--- src/rtl/ilv_pkg.sv ---
package ilv_pkg;
   typedef enum logic [1:0] {
      MODE_ILV = 2'b00,
      MODE_P1  = 2'b01,
      MODE_P2  = 2'b10,
      MODE_BAD = 2'b11
   } ilv_mode_e;

   localparam int unsigned NUM_PORTS = 2;
   localparam int unsigned IDX_P1    = 0;
   localparam int unsigned IDX_P2    = 1;
endpackage

--- src/rtl/ilv_port_reg.sv ---
module ilv_port_reg #(
   parameter int unsigned W = 12
) (
   input  logic         clk,
   input  logic         rst,
   input  logic         cap_en,
   input  logic [W-1:0] d_in,
   output logic [W-1:0] q_out
);
   if (W < 1) begin : g_bad_w
      $error("ilv_port_reg: W must be at least 1");
   end

   always_ff @(posedge clk) begin
      if (rst)         q_out <= '0;
      else if (cap_en) q_out <= d_in;
   end
endmodule

--- src/rtl/ilv_phase_track.sv ---
module ilv_phase_track (
   input  logic clk,
   input  logic rst,
   input  logic word_phase,
   input  logic ilv_active,
   output logic half_q
);
   always_ff @(posedge clk) begin
      if (rst) half_q <= 1'b0;
      else     half_q <= word_phase & ilv_active;
   end
endmodule

--- src/rtl/ilv_out_sel.sv ---
module ilv_out_sel
   import ilv_pkg::*;
#(
   parameter int unsigned W = 12
) (
   input  logic         clk,
   input  logic         rst,
   input  logic [1:0]   mode,
   input  logic         word_phase,
   input  logic         half_q,
   input  logic [W-1:0] reg_p1,
   input  logic [W-1:0] reg_p2,
   output logic [W-1:0] out_word,
   output logic         out_upd,
   output logic         mode_err
);
   always_ff @(posedge clk) begin
      if (rst) begin
         out_word <= '0;
         out_upd  <= 1'b0;
         mode_err <= 1'b0;
      end else begin
         out_upd  <= 1'b0;
         mode_err <= (mode == MODE_BAD);
         case (mode)
            MODE_ILV: begin
               if (word_phase) begin
                  out_word <= reg_p2;
                  out_upd  <= 1'b1;
               end else if (half_q) begin
                  out_word <= reg_p1;
                  out_upd  <= 1'b1;
               end
            end
            MODE_P1: begin
               out_word <= reg_p1;
               out_upd  <= 1'b1;
            end
            MODE_P2: begin
               out_word <= reg_p2;
               out_upd  <= 1'b1;
            end
            default: ;
         endcase
      end
   end

   AST_RESET_CLR: assert property (@(posedge clk)
      rst |=> (!out_upd && !mode_err && out_word == '0));
   AST_ILV_STROBE: assert property (@(posedge clk) disable iff (rst)
      (mode == MODE_ILV && word_phase) |=> (out_upd && out_word == $past(reg_p2)));
   AST_ILV_HALF: assert property (@(posedge clk) disable iff (rst)
      (mode == MODE_ILV && half_q && !word_phase) |=> (out_upd && out_word == $past(reg_p1)));
   AST_P1_PASS: assert property (@(posedge clk) disable iff (rst)
      (mode == MODE_P1) |=> (out_upd && out_word == $past(reg_p1)));
   AST_P2_PASS: assert property (@(posedge clk) disable iff (rst)
      (mode == MODE_P2) |=> (out_upd && out_word == $past(reg_p2)));
   AST_BAD_HOLD: assert property (@(posedge clk) disable iff (rst)
      (mode == MODE_BAD) |=> (mode_err && !out_upd && $stable(out_word)));
   AST_ILV_IDLE: assert property (@(posedge clk) disable iff (rst)
      (mode == MODE_ILV && !word_phase && !half_q) |=> (!out_upd && $stable(out_word)));
endmodule

--- src/rtl/ilv_sample_mux.sv ---
module ilv_sample_mux
   import ilv_pkg::*;
#(
   parameter int unsigned SAMPLE_W = 12
) (
   input  logic                clk,
   input  logic                rst,
   input  logic                word_phase,
   input  logic [SAMPLE_W-1:0] port1_in,
   input  logic [SAMPLE_W-1:0] port2_in,
   input  logic [1:0]          mode_sel,
   output logic [SAMPLE_W-1:0] out_word,
   output logic                out_upd,
   output logic                mode_err
);
   if (SAMPLE_W < 1 || SAMPLE_W > 32) begin : g_bad_width
      $error("ilv_sample_mux: SAMPLE_W must lie in 1..32");
   end

   logic                ilv_active;
   logic                single_active;
   logic                cap_en;
   logic                half_q;
   logic [SAMPLE_W-1:0] port_d [NUM_PORTS];
   logic [SAMPLE_W-1:0] port_q [NUM_PORTS];

   assign ilv_active    = (mode_sel == MODE_ILV);
   assign single_active = (mode_sel == MODE_P1) || (mode_sel == MODE_P2);
   assign cap_en        = (ilv_active & word_phase) | single_active;
   assign port_d[IDX_P1] = port1_in;
   assign port_d[IDX_P2] = port2_in;

   for (genvar p = 0; p < NUM_PORTS; p++) begin : g_port
      ilv_port_reg #(.W(SAMPLE_W)) u_reg (
         .clk    (clk),
         .rst    (rst),
         .cap_en (cap_en),
         .d_in   (port_d[p]),
         .q_out  (port_q[p])
      );
   end

   ilv_phase_track u_phase (
      .clk        (clk),
      .rst        (rst),
      .word_phase (word_phase),
      .ilv_active (ilv_active),
      .half_q     (half_q)
   );

   ilv_out_sel #(.W(SAMPLE_W)) u_out (
      .clk        (clk),
      .rst        (rst),
      .mode       (mode_sel),
      .word_phase (word_phase),
      .half_q     (half_q),
      .reg_p1     (port_q[IDX_P1]),
      .reg_p2     (port_q[IDX_P2]),
      .out_word   (out_word),
      .out_upd    (out_upd),
      .mode_err   (mode_err)
   );

   AST_BAD_NO_CAPTURE: assert property (@(posedge clk) disable iff (rst)
      (mode_sel == MODE_BAD) |=> ($stable(port_q[IDX_P1]) && $stable(port_q[IDX_P2])));
   AST_ILV_OFFSTROBE: assert property (@(posedge clk) disable iff (rst)
      (ilv_active && !word_phase) |=> ($stable(port_q[IDX_P1]) && $stable(port_q[IDX_P2])));
endmodule

--- config.mk ---
export PLATFORM = sky130hd
export DESIGN_NAME = ilv_sample_mux
export DESIGN_NICKNAME = d
export VERILOG_FILES = /design/src/rtl/ilv_pkg.sv /design/src/rtl/ilv_port_reg.sv /design/src/rtl/ilv_phase_track.sv /design/src/rtl/ilv_out_sel.sv /design/src/rtl/ilv_sample_mux.sv
export SDC_FILE = /design/constraint.sdc
export NUM_CORES = 1
export LEC_CHECK = 0
export BUFFER_PORTS_ARGS = -buffer_cell sky130_fd_sc_hd__buf_2
export CAP_MARGIN = 0
export CORE_MARGIN = 1.5
export CORE_UTILIZATION = 35
export CTS_BUF_LIST = sky130_fd_sc_hd__clkbuf_4 sky130_fd_sc_hd__clkbuf_8
export DETAILED_ROUTE_END_ITERATION = 16
export SLEW_MARGIN = 5
export SYNTH_ARGS = -nofsm -noshare
export SYNTH_HDL_FRONTEND = slang
export SYNTH_HIERARCHICAL = 1
export SYNTH_SLANG_ARGS = --single-unit
--- constraint.sdc ---
create_clock -name clk -period 2.43 [get_ports clk]
set_input_delay 0.243 -clock clk [delete_from_list [all_inputs] [get_ports clk]]
set_output_delay 0.243 -clock clk [all_outputs]
set_load 0.005 [all_outputs]
======== Yosys cells after proc, flatten, opt, wreduce, memory -nomap -nowiden ========
Index checks and enable logic that the tools add are counted.
storage, ports and cells
  word-level logic and storage cells ...... 23
  register bits after elaboration ......... 39
  output and inout bits ................... 14
  input bits .............................. 29
operators by class
  bitwise operators ....................... 2
  muxes and demuxes ....................... 6
  equality and inequality tests ........... 4
  reduce and logical (&&, ||, !) cells .... 5
operators with widths
  cell                                           count
  one-hot mux 12 bit (3 select lines)            1
  2-to-1 mux 12 bit                              2
  == test 2 bit, second input constant           2
  inequality test 3 bit, second input constant   1
  nonzero test 3 bit                             1
  == test 2 x 1 -> 1 bit, second input constant  1
  logical NOT 2 bit                              1
  2-to-1 mux 1 bit                               2
  one-hot mux 1 bit (2 select lines)             1
  AND reduction 2 bit                            1
  OR reduction 2 bit                             1
  AND 1 bit                                      1
  logical OR 1 bit                               1
  OR 1 bit                                       1

======== Depth between registers and ports, before layout ========
Gate-level depths: netlist of run 1.
  depth in word-level cells ............... 3
  mapped depth ............................ 6
  gate-level depth less buffers ........... 5

======== By module ========
The synthesis of run 1 kept the hierarchy.
modules (own cells, without submodules)
  module           area each (µm²)  sequential area each (µm²)  instances  cells an instance
  ilv_out_sel      870.8            280.3                       1          85
  ilv_port_reg     420.4            240.2                       2          38
  ilv_phase_track  28.8             20.0                        1          2
  ilv_sample_mux   27.5             0.0                         1          4

======== Worst setup path before layout of run 1 ========
No wires, ideal clock.
  kind .................................... input to register
  start point ............................. input mode_sel[0]
  end point ............................... register u_out.out_word[0]
  stages .................................. 6
  data arrival time ....................... 1.307 ns
  required time ........................... 2.313 ns
  setup slack ............................. 1.005 ns
  buffers on the path ..................... 1
  library setup time ...................... 0.117 ns
  cell sequence ........................... inv_1 -> ha_1 -> or3b_4 -> nor3b_4 -> buf_6 -> a32o_1
on the way
  cells in the longest elaborated chain, start to end .. 3
  elaborated cells on any way between the ends .. 7
  those cells by class .................... 3 x eq/ne; 1 x mux; 3 x reduce/logical
RTL lines
  item                                                                          line                  text
  start: declaration                                                            ilv_sample_mux.sv:11  input logic [1:0] mode_sel,
  == test 2 x 1 -> 1 bit (tied with other cells)                                ilv_out_sel.sv:25     case (mode)
  nonzero test 3 bit (no source line) or inequality test 3 bit (tied branches)  --
  AND reduction 2 bit (no source line)                                          --
  end signal: assignment                                                        ilv_out_sel.sv:28     out_word <= reg_p2;
  end signal: assignment                                                        ilv_out_sel.sv:31     out_word <= reg_p1;
  end signal: assignment                                                        ilv_out_sel.sv:36     out_word <= reg_p1;
  end: declaration                                                              ilv_out_sel.sv:13     output logic [W-1:0] out_word,
Several ways; a longest one is shown, not always the timed one.
A chain may end at the register's enable or synchronous reset.

======== Worst setup path after layout of run 1 ========
  start point ............................. input mode_sel[0]
  end point ............................... register u_out.out_word[1]
Same word-level chain as after synthesis.

==> impl_results.md, run 1 <==
* Min-delay src: port2_in[2]
* R2r worst-path depth at 3
* Reg area at 781 um2
* Final worst slack at between 0.9 and 1 ns
* Worst setup EP type: flip-flop
* GRT Resource Usage Total at 0.144
* Ports at 43
* Flop2flop setup slack at between 0.9 and 1 ns
* Global-route wire length before repair at 5890 um
* Fin. Hold Viols at 0
* Syn avg cell area at around 11 um2
* Int Pwr at between 1 and 1.5 mW
* Tmin final at about 1.5 ns
* Switching Fraction at 0.256
* Die footprint at ~5500 um2
* Final Skew at between 0.003 and 0.004 ns
* Sequential share of the synthesized area at 0.442
* Post-synth cell types at 20
* Ys Warns at 6
* Die Wd at 74.1 um
* #FFs+latches synth at 39
* Reg2reg start: u_phase/half_q$_SDFF_PP0_
* Routed vias/inst at roughly 4.9
* Worst min-delay path category: in -> reg
* Worst r2r dst: u_out/out_word[6]$_SDFFE_PP0P_
* Initial antenna violation count at 0
* CTS tree: done
* Most frequent cells in the layout: buf_2 (42), dfxtp_1 (39), mux2i_1 (36)
* Fin Hold WS at between 0.15 and 0.2 ns
* Leakage power at ~1.0 nW
* Synthesis-to-finish area growth at 18.4%
* Fin crit share at 0.612
* Initial core utilization at 0.369
* Crit Path Max Fanout at 25
* Chip Height at approximately 74 um
* Antenna cells at 0
* Final setup vio count at 0
* Setup TNS at 0 ns
* CP Data Required Time at about 2.6 ns
* Worst path arrival time at around 1.7 ns
* Total CTS buffers at 5
* Hold_buf cts at 0
* Unrepaired setup endpoints after global routing: false
* Worst-margin pin slew at roughly 0.73 ns
* # nets final at 240
* Post-synth EDFFs at 0
* Slew headroom at 0.511
* CP startpoint: mode_sel[0]
* GRT overflow at 0
* DRT Wirelength at ~3700 um
* Clock Tree Root: clkbuf_8
* PostCTS Resize Cnt at 0
* Status: finished clean
* I/O Buffers at 42
* Dpl ws at 0.646 ns
* Fin util at 0.437
* FP Rows at 25
* Critical Path Sink: u_out/out_word[1]$_SDFFE_PP0P_
* Most common cell after layout, fill and taps aside: buf_2
* Sink Count at 39
* H-tree depth at 2
* # DRC at 0
* Slew Limit Fails at 0
* Largest net degree at the start of global routing at 30
* Share of cells above drive strength 1 at 0.262
* WHS Path Cells at 3
* Clock share of power at 0.333
* Post-Syn Instances at ~170
* Multi-input gate area at approximately 880 um2
* GPL Wtd Cong at approximately 0.73
* Sw Pwr at between 0.3 and 0.4 mW
* VDD IR max at roughly 0.35 mV
* Core outline area at 4790 um2
* Worst setup SP type: primary input
* Drt pass-1 iters at 4
* Maximum clock frequency at 673 MHz
* Combinational power share at 0.168
* Most common flop cell mapped by yosys: dfxtp_1
* Async S/R FF share, synth at 0
* Routed len/inst at approximately 13 um
* Worst-Skew Late Latency at a little under 0.3 ns
* Syn_nets at between 200 and 250
* Sequential power share at 0.499
* Cell Area, Synth at 1770 um2
* Critical setup path kind: in -> reg
* Hpwl dp at between 2000 and 3000 um
* Max Cap Viol at 0
* Clock buffer depth at 2
* Clock-pin slew on the worst setup and hold paths at approximately 0.07 ns
* Vias in the first global route at ~1200
* Vias at 1333
* Power per cell area at approximately 700 nW/um2
* Fill cell count at 491
* Routed Antenna Nets at 0
* Postcts setup bufs at 0
* 1st-iter DRT viols at 87
worst min path at each step:
stage                                            end
4_1_cts        g_port[1].u_reg/q_out[2]$_SDFFE_PP0P_
2_1_floorplan              u_out/mode_err$_SDFF_PP0_
3_5_place_dp          u_out/out_word[4]$_SDFFE_PP0P_
6_report       g_port[1].u_reg/q_out[2]$_SDFFE_PP0P_
5_1_grt        g_port[1].u_reg/q_out[4]$_SDFFE_PP0P_
3_3_place_gp          u_out/out_word[4]$_SDFFE_PP0P_
registers in the layout, indices dropped and copies added, names as in the netlist:
| signal | cells |
|---|---|
| g_port.u_reg/q_out | 24 |
| u_out/mode_err | 1 |
| u_out/out_upd | 1 |
| u_out/out_word | 12 |
| u_phase/half_q | 1 |
critical path: stages:
cell and delay (ns):
buf_2 0.12, inv_1 0.07, ha_1 0.28, inv_1 0.54
nand2_1 0.12, a32o_1 0.29
Yosys cell counts (all sizes together) (6+ instances only):
cell,n,share of area
dfxtp,39,0.44
mux2i,36,0.20
nor2,24,0.051
a221o,12,0.068
a32o,12,0.068
nand2,12,0.025
buf,6,0.033
clkbuf,6,0.013
ha,6,0.042
inv,6,0.013
power by group through the flow:
| stage | Sequential [mW] | Combinational [mW] | Clock, mW |
|---|---|---|---|
| 2_1_floorplan | 0.735 | 0.184 | 0 |
| 3_3_place_gp | 0.744 | 0.246 | 0 |
| 3_5_place_dp | 0.745 | 0.249 | 0 |
| 4_1_cts | 0.730 | 0.250 | 0.493 |
| 5_1_grt | 0.737 | 0.275 | 0.528 |
| 6_report | 0.729 | 0.245 | 0.486 |
cells by family after synthesis:
group           Yosys count  synth area share
flops                    39             0.442
buf+inv                  18            0.0580
simple gates             40             0.102
mux                      36             0.204
compound gates           28             0.152
fa+ha+maj                 6            0.0425
layout make-up:
type	count	area share
multi-input cells	110	0.423
flip-flops and latches	39	0.373
repair buffers	43	0.104
clock buffers	8	0.0496
well taps	67	0.0400
inverters	6	0.0108
per-stage QoR:
| step | cells | power, mW | cell area (um2) |
|---|---|---|---|
| 2_1_floorplan | 167 | 0.919 | 1770 |
| 3_3_place_gp | 265 | 0.990 | 1990 |
| 4_1_cts | 273 | 1.47 | 2090 |
| 5_1_grt | 273 | 1.54 | 2090 |
| 3_5_place_dp | 265 | 0.994 | 1990 |
| 6_report | 273 | 1.46 | 2090 |
layer usage:
metal / up-vias / GRT usage / wire length, um / part of all wire
met4: 0 / 0.0556 / 47 / 0.013
met1: 619 / 0.197 / 1760 / 0.48
li1: 683 / - / - / -
met5: - / 0 / 0 / 0
met3: 6 / 0.0461 / 170 / 0.046
met2: 25 / 0.212 / 1690 / 0.46
Power figures use the tool's default switching activity.
==> run 2, diff against run 1 <==
clock period = 1.2 ns   (was 2.43 ns; I/O delays follow)
==> run 2 against run 1 <==
The run now ends with setup timing left. Count of clock-buffer cells in the layout down 2. Sequential share of layout area down 2.2 points. Critical path depth down 3. Wire length up 7.8%. Sequential power up 100%. Sequential cell count unchanged. Combinational power up 130%. Clock skew up 0.0010 ns. Critical endpoint is now u_out/out_word[2]$_SDFFE_PP0P_.
==> impl_results.md, run 2 (same netlist as run 1, synthesis figures left out) <==
* GRT Resource Usage Total at 0.156
* Non-filler instance count after layout at around 290
* Fin Hold WS at 0.0592 ns
* Clock Tree Root: clkbuf_8
* Most frequent cells in the layout: buf_2 (42), dfxtp_1 (38), mux2i_1 (36)
* Antenna cells at 0
* Chip Height at around 74 um
* Routed vias/inst at 4.88
* Status: finished, violations left
* 1st-iter DRT viols at 101
* Most common cell after layout, fill and taps aside: buf_2
* Routed len/inst at roughly 14 um
* Core outline area at ~4800 um2
* R2r worst-path depth at 3
* Worst-margin pin slew at 0.562 ns
* Placed inst area at approximately 2100 um2
* Hpwl dp at 2810 um
* VDD IR max at between 0.9 and 1 mV
* Share of cells above drive strength 1 at 0.321
* Final worst slack at -0.0879 ns
* Worst min-delay path category: in -> reg
* H-tree depth at 2
* Fin. Hold Viols at 0
* # DRC at 0
* Worst-Skew Late Latency at slightly below 0.3 ns
* CTS tree: done
* Synthesis-to-finish area growth at 26.0%
* Post-route cell area at between 2000 and 2500 um2
* Total CTS buffers at 5
* Slew Limit Fails at 0
* Power per cell area at between 1000 and 1500 nW/um2
* Worst setup SP type: flip-flop
* Vias in the first global route at 1319
* Largest net degree at the start of global routing at 19
* Worst setup EP type: flip-flop
* Overall power at about 3.2 mW
* Crit Path Max Fanout at 12
* I/O Buffers at 42
* Die Wd at 74.1 um
* Dpl ws at -0.307 ns
* Tmin final at between 1 and 1.5 ns
* Flop2flop setup slack at -0.09 ns
* Global-route wire length before repair at around 6400 um
* CP Data Required Time at 1.38 ns
* Setup TNS at -0.801 ns
* Drt pass-1 iters at 4
* Fin util at 0.466
* FP Rows at 25
* # nets final at roughly 250
* Max Cap Viol at 0
* Postcts setup bufs at 0
* Worst path arrival time at 1.47 ns
* Max reg flops at 24
* Reg2reg start: u_phase/half_q$_SDFF_PP0_
* Ports at 43
* GRT overflow at 0
* DRT Wirelength at a little under 4000 um
* Die footprint at 5490 um2
* Cell count after placement at about 280
* Final Skew at a little under 0.005 ns
* Initial core utilization at 0.369
* Slew headroom at 0.625
* Clock buffer depth at 2
* Top flop regs: g_port.u_reg/q_out (24), u_out/out_word (12)
* Top reg by flops: g_port.u_reg/q_out
* Sink Count at 39
* Unrepaired setup endpoints after global routing: true
* Critical setup path kind: reg -> reg
* Worst r2r dst: u_out/out_word[2]$_SDFFE_PP0P_
* Fill cell count at 465
* Final setup vio count at 12
* CP startpoint: u_phase/half_q$_SDFF_PP0_
* Vias at between 1000 and 1500
* Clock-pin slew on the worst setup and hold paths at roughly 0.080 ns
* Leakage power at approximately 1.1 nW
* Failing checks: setup timing
* Critical Path Sink: u_out/out_word[2]$_SDFFE_PP0P_
* Routed Antenna Nets at 0
* Initial antenna violation count at 0
* GPL Wtd Cong at 0.751
* Fin crit share at 1.07
* Maximum clock frequency at 776 MHz
run 2: worst min-delay path by stage:
stage / from / end / cells after the start
after floorplan: rst / u_out/mode_err$_SDFF_PP0_ / 1
after global placement: port1_in[8] / g_port[0].u_reg/q_out[8]$_SDFFE_PP0P_ / 3
after detailed placement: port1_in[4] / g_port[0].u_reg/q_out[4]$_SDFFE_PP0P_ / 3
after CTS: port1_in[4] / g_port[0].u_reg/q_out[4]$_SDFFE_PP0P_ / 3
after global routing: port1_in[1] / g_port[0].u_reg/q_out[1]$_SDFFE_PP0P_ / 3
final: port1_in[4] / g_port[0].u_reg/q_out[4]$_SDFFE_PP0P_ / 3
run 2: per-layer routing:
layer	GRT usage	wire (um)	vias up
li1	-	-	708
met1	0.196	1800	653
met2	0.253	1900	26
met3	0.0461	194	5
met4	0.0556	57	0
met5	0	0	-
run 2: final cells by class:
cell class / instances / area (um2) / area share
timing repair buffer: 55 / 320 / 0.144
sequential: 39 / 782 / 0.351
tap: 67 / 83.8 / 0.0376
inverter: 6 / 27.5 / 0.0124
clock inverter: 2 / 35.0 / 0.0157
multi-input combinational: 110 / 897 / 0.403
clock buffer: 6 / 82.6 / 0.0371
run 2: repair_timing:
action | CTS | global route
gates resized for setup | 1 | 0
hold buffers | 0 | 0
setup endpoints to repair | 12 | 12
gates cloned | 0 | 0
run 2: worst max-delay path: stages (launching register included):
cell     delay [ns]
dfxtp_2        0.33
or3b_4         0.37
nor3b_4        0.21
a32o_1         0.27
run 2: where the power goes:
group / leakage (nW) / total, mW / internal [mW] / switching, mW
sequential: 0.322 / 1.47 / 1.40 / 0.0712
combinational: 0.720 / 0.567 / 0.298 / 0.270
clock: 0.0612 / 1.13 / 0.673 / 0.459
==> run 3, diff against run 2 <==
ABC_AREA = 1   (was default)
SKIP_CTS_REPAIR_TIMING = 1   (was default)
clock period = 1.5 ns   (was 1.2 ns; I/O delays follow)
==> run 3 against run 2 <==
The run now ends clean. Hold slack improved by 0.091 ns. Critical path depth increased by 3. Wire length increased by 20%. Setup slack improved by 0.50 ns. Cell area increased by 12%. First-iteration DRC count increased by 62%. Register-to-register slack improved by 0.50 ns. Critical path type unchanged. Largest cell class unchanged. Largest power group unchanged.
==> impl_results.md, run 3 <==
* Area leader, netlist: dfxtp_1
* Reg2reg start: u_phase/half_q$_SDFF_PP0_
* Post-synth EDFFs at 0
* Power per cell area at 977 nW/um2
* Hold Path End: g_port[0].u_reg/q_out[6]$_SDFFE_PP0P_
* Worst path arrival time at 1.30 ns
* Worst r2r dst: u_out/out_word[8]$_SDFFE_PP0P_
* Routed vias/inst at between 4 and 5
* GRT Resource Usage Total at 0.159
* Worst min-delay path category: in -> reg
* Overall power at between 2 and 2.5 mW
* CP bufs+invs at 1
* Chip Height at between 80 and 90 um
* 1st-iter DRT viols at 164
* Die Wd at ~81 um
* GPL Wtd Cong at 0.819
* Crit path max-delay family: simple AND/OR/NAND/NOR gates
* CP startpoint: u_phase/half_q$_SDFF_PP0_
* Slowest CP cell: dfxtp_1
* Min-delay src: port1_in[6]
* Post-Syn Instances at 358
* I/O Buffers at 42
* Yosys top cell area share at 0.368
* Worst-path cell chain: nor2_1 -> nand2_1 -> nand2_2 -> inv_2 -> nand2_1 -> a21oi_1
* Clock share of power at 0.297
* Fin crit share at 0.724
* Crit Path Max Fanout at 13
* Die footprint at between 6000 and 7000 um2
* Share of cells above drive strength 1 at 0.153
* Commonest cells post-synth: nand2_1 (160), inv_1 (58), nor2_1 (50), dfxtp_1 (39)
* Vias at roughly 2000
* Largest net degree at the start of global routing at slightly below 50
* VDD IR max at roughly 0.48 mV
* Most frequent cells in the layout: nand2_1 (160), inv_1 (58), nor2_1 (50)
* Fin util at 0.422
* Clock-pin slew on the worst setup and hold paths at 0.07 ns
* Combinational power share at 0.208
* Largest stage delay, worst path at around 0.34 ns
* Most common cell after layout, fill and taps aside: nand2_1
* Slew headroom at 0.769
* Initial core utilization at 0.361
* Initial antenna violation count at 0
* Ys Warns at 6
* Max reg flops at 24
* FP Rows at 28
* Worst setup EP type: flip-flop
* Drt pass-1 iters at 4
* Multi-input gate area at between 1000 and 1500 um2
* Maximum clock frequency at 920 MHz
* Slew Limit Fails at 0
* Routed Antenna Nets at 0
* DRT Wirelength at between 4000 and 5000 um
* Fin. Hold Viols at 0
* # nets final at about 430
* Most common flop cell mapped by yosys: dfxtp_1
* Syn_nets at approximately 390
* Tmin final at 1.09 ns
* Global-route wire length before repair at around 8000 um
* Hpwl dp at ~3400 um
* CP Data Required Time at 1.71 ns
* Status: finished clean
* Int Pwr at about 1.7 mW
* #FFs+latches synth at 39
* Top flop regs: g_port.u_reg/q_out (24), u_out/out_word (12)
* Total CTS buffers at 5
* Worst-margin pin slew at about 0.35 ns
* Fill cell count at 663
* Critical setup path kind: reg -> reg
* Clock buffer depth at 2
* Syn avg cell area at slightly below 6 um2
* Reg area at between 700 and 800 um2
* Sequential share of the synthesized area at 0.368
* Most common cell in the netlist: nand2_1
* Worst setup SP type: flip-flop
* Final Skew at roughly 0.0050 ns
* Top reg by flops: g_port.u_reg/q_out
* Synthesis-to-finish area growth at 17.1%
* Max Cap Viol at 0
* Clock Tree Root: clkbuf_8
* Sink Count at 39
* # DRC at 0
* Vias in the first global route at around 1800
* Sw Pwr at around 0.73 mW
* Core outline area at approximately 6000 um2
* Routed len/inst at about 10 um
* Post-synth cell types at 16
* Sequential power share at 0.495
* Cell Area, Synth at ~2100 um2
* Top post-synthesis cells by area: dfxtp_1 (37%), nand2_1 (28%), inv_1 (10%), nor2_1 (8.8%), ha_1 (3.5%)
* Setup TNS at 0 ns
* CTS tree: done
* R2r worst-path depth at 6
* Ports at 43
* Worst-Skew Late Latency at ~0.28 ns
* WHS Path Cells at 5
* Unrepaired setup endpoints after global routing: false
* Switching Fraction at 0.300
* Async S/R FF share, synth at 0
* H-tree depth at 2
* Final setup vio count at 0
* Antenna cells at 0
* Leakage power at between 1 and 1.5 nW
* Most Frequent Cell on Critical Path: nand2_1
* GRT overflow at 0
* Flop2flop setup slack at around 0.41 ns
[run 3: changes by cell type in the layout (fill, tap and decap cells not counted), sizes merged, moves of 6 or more]
cell / change
nand3: +12
inv: +54
nor2: +27
a32o: -12
mux2i: -36
buf: -6
a221o: -12
a21oi: +11
nand2: +149
[run 3: worst min-delay path, stage by stage]
cell	delay (ns)
buf_2	0.07
inv_1	0.03
nand2_1	0.04
nand2_1	0.04
nor2_1	0.07
[run 3: per-stage QoR]
step                      instance area (um2)  std cells  hold WS, ns  setup slack (ns)
final                                    2480        475        0.150             0.413
after detailed placement                 2400        467        0.442             0.160
after global routing                     2480        475        0.160             0.286
after global placement                   2400        467        0.437             0.198
after CTS                                2480        475        0.143             0.388
after floorplan                          2120        358        0.217             0.339
[run 3: area by class of cell]
| type | count | area share |
|---|---|---|
| clock buffer | 7 | 0.0337 |
| clock inverter | 1 | 0.00201 |
| inverter | 60 | 0.0906 |
| multi-input combinational | 244 | 0.406 |
| sequential | 39 | 0.314 |
| tap | 75 | 0.0378 |
| timing repair buffer | 49 | 0.116 |
[run 3: worst max-delay path by stage]
stage	slack [ns]	endpoint	cells after the start
detailed placement	0.16	u_out/out_word[7]$_SDFFE_PP0P_	9
global route	0.29	u_out/out_word[10]$_SDFFE_PP0P_	6
finish	0.41	u_out/out_word[8]$_SDFFE_PP0P_	6
CTS	0.39	u_out/out_word[8]$_SDFFE_PP0P_	6
floorplan	0.34	g_port[0].u_reg/q_out[10]$_SDFFE_PP0P_	7
global placement	0.20	u_out/out_word[7]$_SDFFE_PP0P_	9
[run 3: layer usage]
metal	vias up	GRT usage	share of wire
met4	0	0.0638	0.017
met5	-	0	0
li1	1113	-	-
met2	38	0.252	0.44
met3	6	0.0270	0.034
met1	809	0.215	0.51
[run 3: cells by family (layout without fill, tap and decap cells)]
group | Yosys count | count (layout) | share of synthesized area
AOI/OAI and AO/OA | 14 | 14 | 0.0342
adders and majority gates | 6 | 6 | 0.0354
buffers and inverters | 75 | 117 | 0.157
DFF | 39 | 39 | 0.368
and+or+nand+nor | 224 | 224 | 0.406
[run 3: power by group through the flow]
stage / combinational, mW / clock, mW / sequential [mW]
after CTS: 0.506 / 0.744 / 1.20
after global routing: 0.590 / 0.791 / 1.21
after global placement: 0.498 / 0 / 1.22
after floorplan: 0.365 / 0 / 1.20
after detailed placement: 0.505 / 0 / 1.23
final: 0.504 / 0.722 / 1.20
